### src/rtl/xrt_pkg.sv
package xrt_pkg;

    // transaction types
    localparam logic [1:0] KIND_SETUP = 2'd0;
    localparam logic [1:0] KIND_IN    = 2'd1;
    localparam logic [1:0] KIND_OUT   = 2'd2;

    // engine result codes
    localparam logic [3:0] RC_OK      = 4'd0;
    localparam logic [3:0] RC_BUSY    = 4'd1;
    localparam logic [3:0] RC_PKTERR  = 4'd2;
    localparam logic [3:0] RC_PIDERR  = 4'd3;
    localparam logic [3:0] RC_NAK     = 4'd4;
    localparam logic [3:0] RC_STALL   = 4'd5;
    localparam logic [3:0] RC_WRPID   = 4'd6;
    localparam logic [3:0] RC_CRCERR  = 4'd7;
    localparam logic [3:0] RC_TOGERR  = 4'd8;
    localparam logic [3:0] RC_BADLEN  = 4'd9;
    localparam logic [3:0] RC_TIMEOUT = 4'd10;

    typedef enum logic [1:0] {
        ST_OK        = 2'd0,
        ST_PIPE      = 2'd1,
        ST_PROTO     = 2'd2,
        ST_SETUP_REJ = 2'd3
    } status_e;

    typedef enum logic [2:0] {
        CL_IGNORE,
        CL_ACK,
        CL_DUP,
        CL_NAK,
        CL_STALL,
        CL_ERR
    } cls_e;

endpackage

### src/rtl/xrt_classify.sv
module xrt_classify
    import xrt_pkg::*;
(
    input  logic [3:0] code_i,
    input  logic [1:0] kind_i,
    output cls_e       cls_o
);

    always_comb begin
        case (code_i)
            RC_OK:     cls_o = CL_ACK;
            RC_BUSY:   cls_o = CL_IGNORE;
            RC_NAK:    cls_o = CL_NAK;
            RC_STALL:  cls_o = CL_STALL;
            RC_TOGERR: cls_o = (kind_i == KIND_IN) ? CL_DUP : CL_ERR;
            default:   cls_o = CL_ERR;
        endcase
    end

endmodule

### src/rtl/xrt_progress.sv
module xrt_progress
    import xrt_pkg::*;
#(
    parameter int LEN_W = 11,
    parameter int PKT_W = 7
) (
    input  logic [1:0]       kind_i,
    input  logic [LEN_W-1:0] remain_i,
    input  logic [PKT_W-1:0] rx_len_i,
    input  logic [PKT_W-1:0] max_pkt_i,
    output logic [LEN_W-1:0] remain_o,
    output logic             fin_o
);

    logic [LEN_W-1:0] rx_ext;
    logic [LEN_W-1:0] max_ext;
    logic [LEN_W-1:0] take;

    assign rx_ext  = LEN_W'(rx_len_i);
    assign max_ext = LEN_W'(max_pkt_i);

    always_comb begin
        take     = '0;
        remain_o = remain_i;
        fin_o    = 1'b0;
        if (kind_i == KIND_IN) begin
            take     = (rx_ext > remain_i) ? remain_i : rx_ext;
            remain_o = remain_i - take;
            fin_o    = (rx_len_i < max_pkt_i) || (remain_o == '0);
        end else if (kind_i == KIND_OUT) begin
            take     = (max_ext > remain_i) ? remain_i : max_ext;
            remain_o = remain_i - take;
            fin_o    = (remain_o == '0);
        end
    end

endmodule

### src/rtl/xrt_tracker.sv
module xrt_tracker
    import xrt_pkg::*;
#(
    parameter int NUM_EP    = 4,
    parameter int LEN_W     = 11,
    parameter int PKT_W     = 7,
    parameter int ERR_LIMIT = 3,
    localparam int EP_W     = (NUM_EP > 1) ? $clog2(NUM_EP) : 1,
    localparam int ERR_W    = (ERR_LIMIT > 1) ? $clog2(ERR_LIMIT) : 1
) (
    input  logic              clk_i,
    input  logic              rst_ni,
    input  logic              start_i,
    input  logic [EP_W-1:0]   start_ep_i,
    input  logic [LEN_W-1:0]  start_len_i,
    input  logic              res_valid_i,
    input  logic [EP_W-1:0]   res_ep_i,
    input  logic [1:0]        res_kind_i,
    input  logic [3:0]        res_code_i,
    input  logic [PKT_W-1:0]  res_len_i,
    input  logic [PKT_W-1:0]  max_pkt_i,
    input  logic              clr_i,
    input  logic [EP_W-1:0]   clr_ep_i,
    output logic [NUM_EP-1:0] tog_o,
    output logic [NUM_EP-1:0] halt_o,
    output logic              done_o,
    output logic [EP_W-1:0]   done_ep_o,
    output logic [1:0]        done_status_o
);

    typedef struct packed {
        logic             tog;
        logic             halt;
        logic             act;
        logic [ERR_W-1:0] errc;
        logic [LEN_W-1:0] remain;
    } ep_s;

    typedef struct packed {
        ep_s [NUM_EP-1:0] eps;
        logic             done;
        logic [EP_W-1:0]  done_ep;
        status_e          done_st;
    } st_s;

    st_s st_d, st_q;

    ep_s              cur;
    cls_e             cls;
    logic [LEN_W-1:0] prog_remain;
    logic             prog_fin;
    logic             start_ok;
    logic             res_take;
    logic [NUM_EP-1:0] act_w;

    assign cur = st_q.eps[res_ep_i];

    xrt_classify u_classify (
        .code_i (res_code_i),
        .kind_i (res_kind_i),
        .cls_o  (cls)
    );

    xrt_progress #(
        .LEN_W (LEN_W),
        .PKT_W (PKT_W)
    ) u_progress (
        .kind_i    (res_kind_i),
        .remain_i  (cur.remain),
        .rx_len_i  (res_len_i),
        .max_pkt_i (max_pkt_i),
        .remain_o  (prog_remain),
        .fin_o     (prog_fin)
    );

    assign start_ok = start_i && !st_q.eps[start_ep_i].halt
                      && !(clr_i && (clr_ep_i == start_ep_i));
    assign res_take = res_valid_i && cur.act && !cur.halt
                      && !(start_ok && (start_ep_i == res_ep_i))
                      && !(clr_i && (clr_ep_i == res_ep_i));

    always_comb begin
        ep_s nxt;
        st_d      = st_q;
        st_d.done = 1'b0;
        nxt       = cur;

        if (res_take) begin
            case (cls)
                CL_ACK: begin
                    nxt.tog    = ~cur.tog;
                    nxt.errc   = '0;
                    nxt.remain = prog_remain;
                    if (prog_fin) begin
                        nxt.act      = 1'b0;
                        st_d.done    = 1'b1;
                        st_d.done_st = ST_OK;
                    end
                end
                CL_DUP: begin
                    nxt.tog  = ~cur.tog;
                    nxt.errc = '0;
                end
                CL_NAK: begin
                    nxt.errc = '0;
                    if (res_kind_i == KIND_SETUP) begin
                        nxt.act      = 1'b0;
                        st_d.done    = 1'b1;
                        st_d.done_st = ST_SETUP_REJ;
                    end
                end
                CL_STALL: begin
                    nxt.act      = 1'b0;
                    nxt.halt     = 1'b1;
                    nxt.errc     = '0;
                    st_d.done    = 1'b1;
                    st_d.done_st = ST_PIPE;
                end
                CL_ERR: begin
                    if (cur.errc == ERR_W'(ERR_LIMIT - 1)) begin
                        nxt.act      = 1'b0;
                        nxt.halt     = 1'b1;
                        nxt.errc     = '0;
                        st_d.done    = 1'b1;
                        st_d.done_st = ST_PROTO;
                    end else begin
                        nxt.errc = cur.errc + ERR_W'(1);
                    end
                end
                default: begin
                end
            endcase
            st_d.eps[res_ep_i] = nxt;
            if (st_d.done) begin
                st_d.done_ep = res_ep_i;
            end
        end

        if (start_ok) begin
            st_d.eps[start_ep_i].act    = 1'b1;
            st_d.eps[start_ep_i].errc   = '0;
            st_d.eps[start_ep_i].remain = start_len_i;
        end

        if (clr_i) begin
            st_d.eps[clr_ep_i].act  = 1'b0;
            st_d.eps[clr_ep_i].halt = 1'b0;
            st_d.eps[clr_ep_i].tog  = 1'b0;
            st_d.eps[clr_ep_i].errc = '0;
        end
    end

    always_ff @(posedge clk_i) begin
        if (!rst_ni) begin
            st_q <= '0;
        end else begin
            st_q <= st_d;
        end
    end

    for (genvar g = 0; g < NUM_EP; g++) begin : g_ep_out
        assign tog_o[g]  = st_q.eps[g].tog;
        assign halt_o[g] = st_q.eps[g].halt;
        assign act_w[g]  = st_q.eps[g].act;
    end

    assign done_o        = st_q.done;
    assign done_ep_o     = st_q.done_ep;
    assign done_status_o = st_q.done_st;

endmodule

### config.mk
export PLATFORM = sky130hd
export DESIGN_NAME = xrt_tracker
export DESIGN_NICKNAME = d
export VERILOG_FILES = /design/src/rtl/xrt_pkg.sv /design/src/rtl/xrt_classify.sv /design/src/rtl/xrt_progress.sv /design/src/rtl/xrt_tracker.sv
export SDC_FILE = /design/constraint.sdc
export NUM_CORES = 1
export LEC_CHECK = 0
export BUFFER_PORTS_ARGS = -buffer_cell sky130_fd_sc_hd__buf_2
export CAP_MARGIN = 20
export CORE_ASPECT_RATIO = 1.1
export CORE_UTILIZATION = 59
export CTS_BUF_LIST = sky130_fd_sc_hd__clkbuf_8
export DETAILED_ROUTE_END_ITERATION = 6
export GPL_TIMING_DRIVEN = 0
export HOLD_SLACK_MARGIN = 0.1
export PLACE_DENSITY = 0.89
export SETUP_SLACK_MARGIN = 0.1
export SYNTH_ARGS = -nofsm -noshare
export SYNTH_HDL_FRONTEND = slang
export SYNTH_SLANG_ARGS = --single-unit
### constraint.sdc
create_clock -name clk_i -period 6.73 [get_ports clk_i]
set_input_delay 0.3365 -clock clk_i [delete_from_list [all_inputs] [get_ports clk_i]]
set_output_delay 0.3365 -clock clk_i [all_outputs]
set_load 0.01 [all_outputs]
Word-level counts from Yosys, hierarchy flattened
Cells that the tools add are included.

Register bits after elaboration: 69. Input port bits: 42. Output and inout bits: 13. Logic and storage cells: 145.

$add $sub $neg: 3. Magnitude comparators: 9. Equality and inequality tests: 18. Multiplexer cells: 63. Bitwise gates (word level): 1. Reduce and logical (&&, ||, !) cells: 28.

Operator list (count): $bwmux 64 (8); $demux 16 s2 (8); $mux 64 (2); $mux 11 (7); $mux 69 (1); $bmux 16 s2 (2); $mux 16 (3); $mux 15 (2); $mux 14 (2); $mux 13 (2); $gt 7x11->1 (2); $logic_not 11->1 (2); $sub 11x11->11 (2); $pmux 3 s5 (1); $mux 2 (7); $logic_and 1x1->1 (12); $mux 1 (12); $lt 2x3->1 const B (3); $eq 4x3->1 const B (2); $pmux 1 s4 (2); $pmux 2 s4 (1); $lt 7x7->1 (1); $eq 2x2->1 (3); $eq 3x2->1 const B (2); other kinds (22) (33).

Longest topological paths before layout
Gate-level depths: netlist (run 1).

Depth after elaboration: 22. Depth in mapped cells: 25. Depth with buffers taken out: 21.

By module
From an unflattened synthesis (run 1), not the netlist that was laid out.

Cells, all modules: 664. Area total of the unflattened synthesis: 5631.7 µm².

By module, submodules not included: xrt_tracker (instances 1, cells each 412, area each 3769.9 µm², sequential area each 1381.3 µm²); xrt_progress (instances 1, cells each 244, area each 1798.0 µm², sequential area each 0.0 µm²); xrt_classify (instances 1, cells each 8, area each 63.8 µm², sequential area each 0.0 µm²).

Worst setup path before layout (run 1)
No wires, ideal clock.

Kind: input port to flip-flop. Start: in res_ep_i[0]. End: reg st_q, in the netlist done_status_o[0]. Setup time: 0.072 ns. Data arrival time: 5.268 ns. Data required time: 6.658 ns. Setup slack: 1.390 ns. Stages: 23. Buffers on the path: 5. Path through: buf_6 -> buf_2 -> clkbuf_1 -> mux4_2 -> inv_1 -> ha_1 -> a21o_1 -> a21oi_1 -> o21ai_0 -> o211a_1 -> buf_1 -> nor2_1 -> a21oi_1 -> ha_1 -> nor2b_1 -> o31a_1 -> o41a_1 -> nor3_1 -> a211oi_1 -> or4_4 -> buf_6 -> a21oi_2 -> mux2i_1.

Longest elaborated chain between the ends: 10. Elaborated cells on any way between the ends: 28. Those cells by class: add/sub (2); order compare (2); eq/ne (5); mux (6); reduce/logical (13).

RTL lines: start: declaration (RTL line xrt_tracker.sv:17) `input logic [EP_W-1:0] res_ep_i,`; $bmux 16 s2 (RTL line xrt_tracker.sv:56) `assign cur = st_q.eps[res_ep_i];`; $mux 16 (not written as such) (RTL line xrt_tracker.sv:56); $gt 7x11->1 (on tied branches) (RTL line xrt_progress.sv:31, xrt_progress.sv:27); $mux 11 (on tied branches) (RTL line xrt_progress.sv:31, xrt_progress.sv:27); $sub 11x11->11 (on tied branches) (RTL line xrt_progress.sv:32, xrt_progress.sv:28); $logic_not 11->1 (on tied branches) (RTL line xrt_progress.sv:33, xrt_progress.sv:29); $mux 1 or $logic_or 1x1->1 (tied branches) (RTL line xrt_progress.sv:30, xrt_progress.sv:29); $mux 1 (RTL line xrt_progress.sv:26) `if (kind_i == KIND_IN) begin`; $ne 2x2->1 (no source line); $reduce_and 5->1 (no source line) (*); end signal: assignment (RTL line xrt_tracker.sv:157) `st_q <= st_d;`; end: declaration (RTL line xrt_tracker.sv:46) `st_s st_d, st_q;`.

Every way passes the cells marked *; elsewhere a longest branch is shown, timed or not. The select of a mux whose other input is x is not followed. A chain may end at the register's enable or synchronous reset.

Worst setup path in the final report (run 1)
Ends and elaborated chain as after synthesis.

==> impl_metrics.json, run 1 <==
{
  "antenna_cells": 0,
  "end_kind": "flop",
  "grt_pass1_vias": 5091,
  "die_x_um": 93.8,
  "layout.nets": 805,
  "synth_cell_type_count": 65,
  "cts-root-buf": "clkbuf_8",
  "area_delta_synth_final_pct": 10.5,
  "via_per_inst": 6.47,
  "grt_max_degree": 12,
  "netlist_instances": 665,
  "cts_hold_buf": 0,
  "placeableCoreArea_um2": 8920,
  "crit_required_ps": 7010,
  "synth_ff_type": "dfxtp_1",
  "ys_async_sr_fraction_pct": 0,
  "dieArea_um2": 9660,
  "top_usage_layer": "met2",
  "grt_first_pass_wirelength_mm": 24.1,
  "final_area_um2": 6050,
  "chipHeight_um": 103,
  "critPathKind": "in2reg",
  "remaining_drc_errors": 0,
  "fin_cells": 846,
  "power.total_mw": 1.12,
  "cp.depth": 22,
  "place_ws_ps": 372,
  "worstRegToRegCells": 21,
  "power_density_nw_per_um2": 185,
  "reg2reg_to": "done_status_o[0]$_SDFFE_PN0P_",
  "overflow": 0,
  "htreeDepth": 3,
  "fin_ws_ps": 671,
  "critPathCapture": "done_status_o[0]$_SDFFE_PN0P_",
  "insertion_delay_ps": 360,
  "rr_startpoint": "st_q[54]$_SDFF_PN0_",
  "dp_cells": 829,
  "crit_path_start_kind": "input port",
  "finalCriticalPeriod_ps": 6060,
  "use_met3_pct": 7.01,
  "start_util_pct": 61.3,
  "wl_per_cell_um": 18.2,
  "synth-seq-cells": 69,
  "path_max_fanout": 10,
  "placed_cell_area_um2": 5860,
  "grt_setup_unrepaired": "false",
  "tns_ps": 0,
  "portBuffers": 50,
  "ys_warn_count": 0,
  "status": "finished, final reports clean",
  "cts.reportedPaths.clkPinSlew_ps": 70,
  "grtUsageMet1_pct": 39.8,
  "finalClockSkew_ps": 11.3,
  "drive_gt1_share_pct": 15.7,
  "dr.pass1.iters": 6,
  "rrSetupSlack_ps": 1230,
  "hold_path_class": "in2reg",
  "crit_family": "compound AO/OA/AOI/OAI gates",
  "slew_viol_final": 0,
  "startpoint": "res_ep_i[0]",
  "finalHoldViolations": 0,
  "maxSlewHeadroom_pct": 33.8,
  "crit_arrival_ps": 6340,
  "worst-path-buf-inv": 5,
  "wirelength_mm": 15.4,
  "tightest_slew_ps": 985,
  "clock_path_buffers": 2,
  "leakage_nw": 2.39,
  "cts_tree": "built",
  "cap_violations": 0,
  "hpwl_mm": 11.6,
  "grt_use_total_pct": 32.5,
  "cts_resized": 0,
  "drtIter0Drc": 387,
  "clock-sinks": 69,
  "max_freq_mhz": 165,
  "cts_buffers": 9,
  "drtAntennaViolNets": 0,
  "critical-path-max-stage-delay_ps": 680,
  "post-cts-setup-buffers": 0,
  "vias": 5472,
  "syn_nets": 743,
  "setup_violations": 0,
  "io_pins": 55,
  "period_share_pct": 90.0,
  "gp_congestion": 0.992,
  "critPathSlowestCell": "mux4_2",
  "crit_chain": "buf_6 > buf_2 > clkbuf_1 > mux4_2 > inv_1 > ha_1 > a21o_1 > a21oi_1 > o21ai_0 > o211a_1 > clkbuf_1 > o21ai_0 > ha_1 > fa_1 > nor2b_1 > o211ai_1 > nand2b_1 > a211o_1 > a2111oi_0 > a41oi_1 > a21oi_2 > mux2i_1",
  "ir_worst_vdd_mv": 0.109,
  "rows": 36,
  "synth-seq-area-share_pct": 25.2,
  "grt_util_met2_pct": 54.7,
  "syn_area_um2": 5470,
  "antenna_found_initial": 0,
  "synth-edff-count": 0,
  "synth_area_per_cell_um2": 8.23
}
==> how the worst min path moves through the flow <==
stage / startpoint / endpoint / slack (ps) / cells after the start
floorplan: done_status_o[1]$_SDFFE_PN0P_ / done_status_o[1]$_SDFFE_PN0P_ / 430 / 2
global placement: done_ep_o[0]$_SDFFE_PN0P_ / done_ep_o[0]$_SDFFE_PN0P_ / 450 / 2
global route: start_len_i[8] / st_q[13]$_SDFF_PN0_ / 250 / 3
finish: start_len_i[8] / st_q[29]$_SDFF_PN0_ / 250 / 3
CTS: start_len_i[8] / st_q[29]$_SDFF_PN0_ / 240 / 3
detailed placement: done_status_o[1]$_SDFFE_PN0P_ / done_status_o[1]$_SDFFE_PN0P_ / 460 / 2
==> layout by cell type (no fill, tap or decap), drive strengths merged, types with 11 or more instances in the layout <==
| master | count |
|---|---|
| buf | 74 |
| nand2b | 13 |
| ha | 34 |
| a211o | 11 |
| nand2 | 59 |
| mux2i | 37 |
| nor2 | 74 |
| clkbuf | 39 |
| inv | 28 |
| o22ai | 12 |
| dfxtp | 69 |
| mux4 | 17 |
| nor3 | 23 |
| a21oi | 42 |
| o31ai | 14 |
| a211oi | 22 |
| o21ai | 31 |
| nor2b | 12 |
==> routing by layer <==
metal / vias to the layer above / part of all wire, %
li1: 2578 / -
met1: 2557 / 41
met2: 290 / 47
met3: 47 / 8.6
met4: 0 / 3.1
met5: - / 0
==> sequential cells by signal, summed over array words and instances (netlist names) <==
name	count
act_w	4
st_q	52
done_status_o	2
tog_o	4
done_ep_o	2
halt_o	4
done_o	1
==> Yosys cell counts, types with 6 or more instances <==
| cell type | count | area [um^2] |
|---|---|---|
| o21a_1 | 10 | 75.1 |
| a211o_1 | 11 | 96.3 |
| nand3_1 | 8 | 40.0 |
| xor2_1 | 7 | 61.3 |
| a21o_1 | 10 | 75.1 |
| a211oi_1 | 22 | 165 |
| clkbuf_1 | 27 | 101 |
| buf_2 | 6 | 30.0 |
| mux2i_1 | 37 | 370 |
| dfxtp_1 | 69 | 1380 |
| a21oi_1 | 41 | 205 |
| o31ai_1 | 14 | 105 |
| a311oi_1 | 9 | 78.8 |
| ha_1 | 34 | 425 |
| inv_1 | 27 | 101 |
| nand2_1 | 59 | 221 |
| nor2_1 | 74 | 278 |
| nor2b_1 | 12 | 75.1 |
| o21ai_0 | 31 | 155 |
| nand2b_1 | 13 | 81.3 |
| mux4_2 | 16 | 360 |
| nor3_1 | 23 | 115 |
| buf_4 | 13 | 97.6 |
| xnor2_1 | 7 | 61.3 |
| o22ai_1 | 12 | 75.1 |
==> power by group <==
group / leakage (nW) / total [mW] / internal, mW / switching, mW
combinational: 1.73 / 0.386 / 0.156 / 0.230
sequential: 0.561 / 0.430 / 0.423 / 0.00716
clock: 0.0963 / 0.305 / 0.150 / 0.155
==> area by class of cell <==
class	instances	area, um^2
multi-input combinational	517	3710
fill	758	2870
sequential	69	1380
buffer	51	270
timing repair buffer	51	255
clock buffer	11	151
tap	114	143
inverter	28	105
clock inverter	5	26.3
==> through the flow <==
stage               hold WS, ps  utilization [%]
finish                      250             67.8
global route                253             67.8
detailed placement          457             65.8
global placement            448             65.8
CTS                         242             67.7
floorplan                   434                -
==> cell families (layout without fill, tap and decap cells) <==
group / Yosys count / count (layout) / share of synthesized area [%]
simple gates: 218 / 218 / 18.8
xor+xnor: 14 / 14 / 2.24
fa+ha+maj: 36 / 36 / 8.51
flops: 69 / 69 / 25.2
mux: 54 / 54 / 13.8
buf+inv: 79 / 146 / 6.86
compound gates: 195 / 195 / 24.5
==> tightest hold or removal path, cell delays in order <==
cell     delay (ps)
buf_2           120
nand2_1          50
a21oi_1          50
Note: power is estimated with default switching activity, not from simulation.
==> inputs of run 2 (changes only) <==
- PLACE_DENSITY: 0.89 -> 0.81
==> impl_metrics.json, run 2 (synthesized netlist as in run 1, its figures left out) <==
{
  "status": "finished, final reports clean",
  "finalCriticalPeriod_ps": 6220,
  "crit_required_ps": 7030,
  "critPathSlowestCell": "mux4_2",
  "tns_ps": 0,
  "area_delta_synth_final_pct": 12.0,
  "fill_cells": 725,
  "largest_reg_flops": 52,
  "ir_worst_vdd_mv": 0.151,
  "end_kind": "flop",
  "drive_gt1_share_pct": 15.7,
  "power_density_nw_per_um2": 208,
  "placeableCoreArea_um2": 8920,
  "finalHoldViolations": 0,
  "clock_path_buffers": 2,
  "slew_viol_final": 0,
  "drtAntennaViolNets": 0,
  "grt_first_pass_wirelength_mm": 25.4,
  "dieArea_um2": 9660,
  "htreeDepth": 3,
  "via_per_inst": 6.56,
  "io_pins": 55,
  "dp_cells": 829,
  "crit_family": "compound AO/OA/AOI/OAI gates",
  "cts_resized": 0,
  "grt_pass1_vias": 5213,
  "worst-path-buf-inv": 5,
  "setup_violations": 0,
  "placed_cell_area_um2": 5860,
  "path_max_fanout": 10,
  "maxSlewHeadroom_pct": 22.1,
  "final_area_um2": 6130,
  "layout_commonest_cell": "nor2_1",
  "leakage_nw": 2.42,
  "remaining_drc_errors": 0,
  "cts-root-buf": "clkbuf_8",
  "wirelength_mm": 16.2,
  "place_ws_ps": 254,
  "grt_max_degree": 13,
  "antenna_found_initial": 0,
  "wl_per_cell_um": 19.2,
  "insertion_delay_ps": 370,
  "crit_path_start_kind": "input port",
  "cts.reportedPaths.clkPinSlew_ps": 80,
  "drtIter0Drc": 448,
  "cts_tree": "built",
  "gp_congestion": 0.959,
  "antenna_cells": 0,
  "layout.nets": 804,
  "chipHeight_um": 103,
  "clock-sinks": 69,
  "final_cell_mix": "74 x nor2_1, 69 x dfxtp_1, 59 x nand2_1",
  "fin_ws_ps": 514,
  "crit_arrival_ps": 6520,
  "tightest_slew_ps": 1140,
  "post-cts-setup-buffers": 0,
  "period_share_pct": 92.4,
  "cts_buffers": 9,
  "rows": 36,
  "grt_setup_unrepaired": "false",
  "start_util_pct": 61.3,
  "max_freq_mhz": 161,
  "crit_chain": "buf_6 > buf_2 > clkbuf_1 > mux4_2 > inv_1 > ha_1 > a21o_1 > a21oi_1 > o21ai_0 > o211a_1 > clkbuf_1 > o21ai_0 > ha_1 > fa_1 > nor2b_1 > o211ai_1 > nand2b_1 > a211o_1 > a2111oi_0 > a41oi_1 > a21oi_2 > mux2i_1",
  "cts_hold_buf": 0,
  "critical-path-max-stage-delay_ps": 670,
  "fin_cells": 845,
  "largest-register": "st_q",
  "finalClockSkew_ps": 7.70,
  "die_x_um": 93.8,
  "portBuffers": 50,
  "dr.pass1.iters": 6,
  "cap_violations": 0,
  "hpwl_mm": 12.0,
  "hold_path_class": "in2reg",
  "critPathKind": "in2reg",
  "vias": 5544,
  "grt_use_total_pct": 34.4,
  "overflow": 0
}
run 2: cell count changes in the layout (fill, tap and decap cells not counted):
cell / delta
clkinv_2: -1
bufinv_16: +4
clkbuf_8: -2
inv_1: -1
clkbuf_2: -1
run 2: report_power, final:
part / internal [mW] / leakage, nW / switching [mW]
sequential: 0.423 / 0.561 / 0.00754
clock: 0.282 / 0.129 / 0.170
combinational: 0.156 / 1.73 / 0.235
run 2: area by class of cell:
class,count,area [um^2],share of cell area (%)
well taps,114,143,2.33
repair buffers,50,250,4.08
flip-flops and latches,69,1380,22.5
plain buffers,51,270,4.41
inverters,28,105,1.72
multi-input cells,517,3710,60.6
clock inverters,7,138,2.25
clock buffers,9,124,2.02
run 2: final timing paths:
check                                                   start                       endpoint  slack, ps  cells past startpoint
worst min register to register  done_status_o[1]$_SDFFE_PN0P_  done_status_o[1]$_SDFFE_PN0P_        470                      2
worst max register to register            st_q[54]$_SDFF_PN0_      done_ep_o[0]$_SDFFE_PN0P_       1120                     21
worst min-delay path                           start_len_i[8]            st_q[61]$_SDFF_PN0_        230                      3
worst max-delay path                              res_ep_i[0]      done_ep_o[0]$_SDFFE_PN0P_        510                     22
run 2: stage by stage:
| stage | util [%] | hold slack (ps) | power (mW) |
|---|---|---|---|
| 2_1_floorplan | - | 434 | 0.721 |
| 3_3_place_gp | 65.8 | 446 | 0.803 |
| 3_5_place_dp | 65.8 | 456 | 0.816 |
| 4_1_cts | 68.7 | 236 | 1.26 |
| 5_1_grt | 68.7 | 232 | 1.33 |
| 6_report | 68.7 | 234 | 1.27 |
run 2: worst reg2reg max path, stage by stage, from the launching register on:
cell and delay (ps):
dfxtp_1 310, mux4_2 570, inv_1 220, ha_1 280, nor2b_1 130, o21ai_0 130, nand2b_1 80, a21oi_1 150
o21ai_0 90, o211a_1 130, clkbuf_1 240, o21ai_0 270, ha_1 220, fa_1 220, nor2b_1 80, o211ai_1 330
nand2b_1 110, a211o_1 340, a2111oi_0 580, a41oi_1 480, a21oi_2 370, mux2i_1 210
run 2: routing by layer:
metal  up-vias  part of all wire, %  global-route usage, %
met3        63                  8.7                   8.19
met4         0                  3.5                   17.6
met1      2619                   41                   42.7
met2       290                   47                   55.8
li1       2572                    -                      -
met5         -                    0                      0
==> inputs of run 3 (changes only) <==
- ABC_AREA: default -> 1
- PLACE_DENSITY: 0.81 -> 0.8
==> impl_metrics.json, run 3 <==
{
  "drtIter0Drc": 530,
  "fin_ws_ps": 1770,
  "post-cts-setup-buffers": 0,
  "cts_resized": 0,
  "grt_use_total_pct": 34.4,
  "yosysMostFrequentCell": "nand2_1",
  "synth-seq-area-share_pct": 23.1,
  "finalClockSkew_ps": 7.78,
  "largest_reg_flops": 52,
  "ir_worst_vdd_mv": 0.168,
  "dieArea_um2": 10600,
  "place_ws_ps": 1030,
  "clock-sinks": 69,
  "layout_commonest_cell": "nand2_1",
  "via_per_inst": 5.76,
  "cts_tree": "built",
  "area_delta_synth_final_pct": 10.1,
  "dr.pass1.iters": 7,
  "maxSlewHeadroom_pct": 49.0,
  "wl_met1_mm": 7.32,
  "chipHeight_um": 108,
  "dr_wl_met2_mm": 8.36,
  "wl_per_cell_um": 16.0,
  "wirelength_mm": 17.6,
  "synth_commonest_cells": "222 x nand2_1, 112 x inv_1, 100 x a21oi_1",
  "layout.nets": 1055,
  "cap_violations": 0,
  "grt_first_pass_wirelength_mm": 28.1,
  "cts-root-buf": "clkbuf_8",
  "remaining_drc_errors": 0,
  "start_util_pct": 60.8,
  "wl_met3_mm": 1.25,
  "synth_area_leaders": "dfxtp_1 23%, nand2_1 14%, a21oi_1 8.4%, ha_1 7.1%, inv_1 7.0%",
  "syn_nets": 992,
  "ys_async_sr_fraction_pct": 0,
  "drive_gt1_share_pct": 15.6,
  "tightest_slew_ps": 764,
  "grt_setup_unrepaired": "false",
  "setup_violations": 0,
  "placeableCoreArea_um2": 9840,
  "max_freq_mhz": 202,
  "finalCriticalPeriod_ps": 4960,
  "synth-edff-count": 0,
  "highest_layer": "met4",
  "crit_path_start_kind": "input port",
  "slew_viol_final": 0,
  "antenna_cells": 0,
  "die_x_um": 98.0,
  "insertion_delay_ps": 360,
  "period_share_pct": 73.6,
  "overflow": 0,
  "leakage_nw": 3.21,
  "cts_hold_buf": 0,
  "vias": 6344,
  "grt_max_degree": 12,
  "hold_ws_ps": 264,
  "ys_warn_count": 0,
  "yosysTopAreaCellShare_pct": 23.1,
  "largest-register": "st_q",
  "cts_buffers": 9,
  "placed_cell_area_um2": 6390,
  "crit_arrival_ps": 5170,
  "syn_area_um2": 5980,
  "synth.largest_area_cell": "dfxtp_1",
  "synth_ff_type": "dfxtp_1",
  "io_pins": 55,
  "drtAntennaViolNets": 0,
  "crit_required_ps": 6950,
  "critPathKind": "in2reg",
  "clock_path_buffers": 2,
  "antenna_found_initial": 0,
  "final_area_um2": 6590,
  "htreeDepth": 3,
  "grt_pass1_vias": 5744,
  "cts.reportedPaths.clkPinSlew_ps": 70,
  "tns_ps": 0,
  "synth-seq-cells": 69,
  "synth_cell_type_count": 57,
  "synth_area_per_cell_um2": 6.55,
  "end_kind": "flop",
  "portBuffers": 51,
  "gp_congestion": 0.952,
  "path_max_fanout": 10,
  "hold_path_class": "in2reg",
  "hpwl_mm": 13.6,
  "rows": 38,
  "final_cell_mix": "222 x nand2_1, 114 x inv_1, 100 x a21oi_1",
  "finalHoldViolations": 0,
  "power_density_nw_per_um2": 186,
  "netlist_instances": 914,
  "status": "finished, final reports clean"
}
==> run 3: kinds of logic after synthesis <==
group | count (synthesis) | share of synthesized area, %
AND/OR/NAND/NOR | 385 | 30.3
XOR/XNOR | 5 | 0.732
buffers and inverters | 169 | 13.2
adder cells (fa/ha/maj) | 36 | 7.78
flip-flops | 69 | 23.1
AO/OA/AOI/OAI | 250 | 24.9
==> run 3: path summary, 6_finish.rpt <==
path	to	slack [ps]	depth (start not counted)	startpoint
worst min register to register	st_q[24]$_SDFF_PN0_	480	2	st_q[24]$_SDFF_PN0_
worst max register to register	act_w[1]$_SDFF_PN0_	1990	26	st_q[22]$_SDFF_PN0_
worst max-delay path	act_w[1]$_SDFF_PN0_	1770	27	res_ep_i[1]
worst min-delay path	st_q[26]$_SDFF_PN0_	260	3	start_len_i[5]
==> run 3: routing by layer <==
layer / vias up / global-route usage (%)
met3: 55 / 5.06
met5: - / 0
met1: 2857 / 42.1
li1: 3169 / -
met4: 0 / 17.2
met2: 263 / 58.9
==> run 3: final cells by class <==
type                            instances  area (um^2)
Inverter                              129          507
Tap cell                              120          150
Clock inverter                          6         55.1
Fill cell                             927         3250
Clock buffer                           10          138
Timing Repair Buffer                   52          260
Sequential cell                        69         1380
Buffer                                 40          284
Multi-Input combinational cell        676         3810
==> run 3: through the flow <==
step / util (%) / total power [mW] / instances
2_1_floorplan: - / 0.775 / 914
3_3_place_gp: 64.9 / 0.882 / 1085
3_5_place_dp: 64.9 / 0.888 / 1085
4_1_cts: 66.9 / 1.22 / 1101
5_1_grt: 66.9 / 1.31 / 1102
6_report: 66.9 / 1.23 / 1102
==> run 3: report_power, final <==
group / switching (mW) / internal [mW] / leakage (nW)
Sequential: 0.00781 / 0.424 / 0.561
Clock: 0.161 / 0.177 / 0.105
Combinational: 0.300 / 0.157 / 2.55
Total: 0.469 / 0.758 / 3.21
==> run 3: worst max-delay path: stages <==
cell and delay, ps:
buf_6 150, nand2_8 130, clkinv_1 270, a221oi_1 730, buf_2 310, ha_1 270, nand2_1 70, nor2_1 40
a211oi_1 210, o221ai_1 140, o211ai_1 220, buf_2 290, o21ai_0 110, ha_1 230, fa_1 400, inv_1 110
nand3_1 100, nand3_1 120, nand3_1 80, nor2_1 90, nand3_1 110, nor2_1 110, nand4_1 110, nand4_2 150
nand2_2 120, nand3_1 90, a21oi_1 60
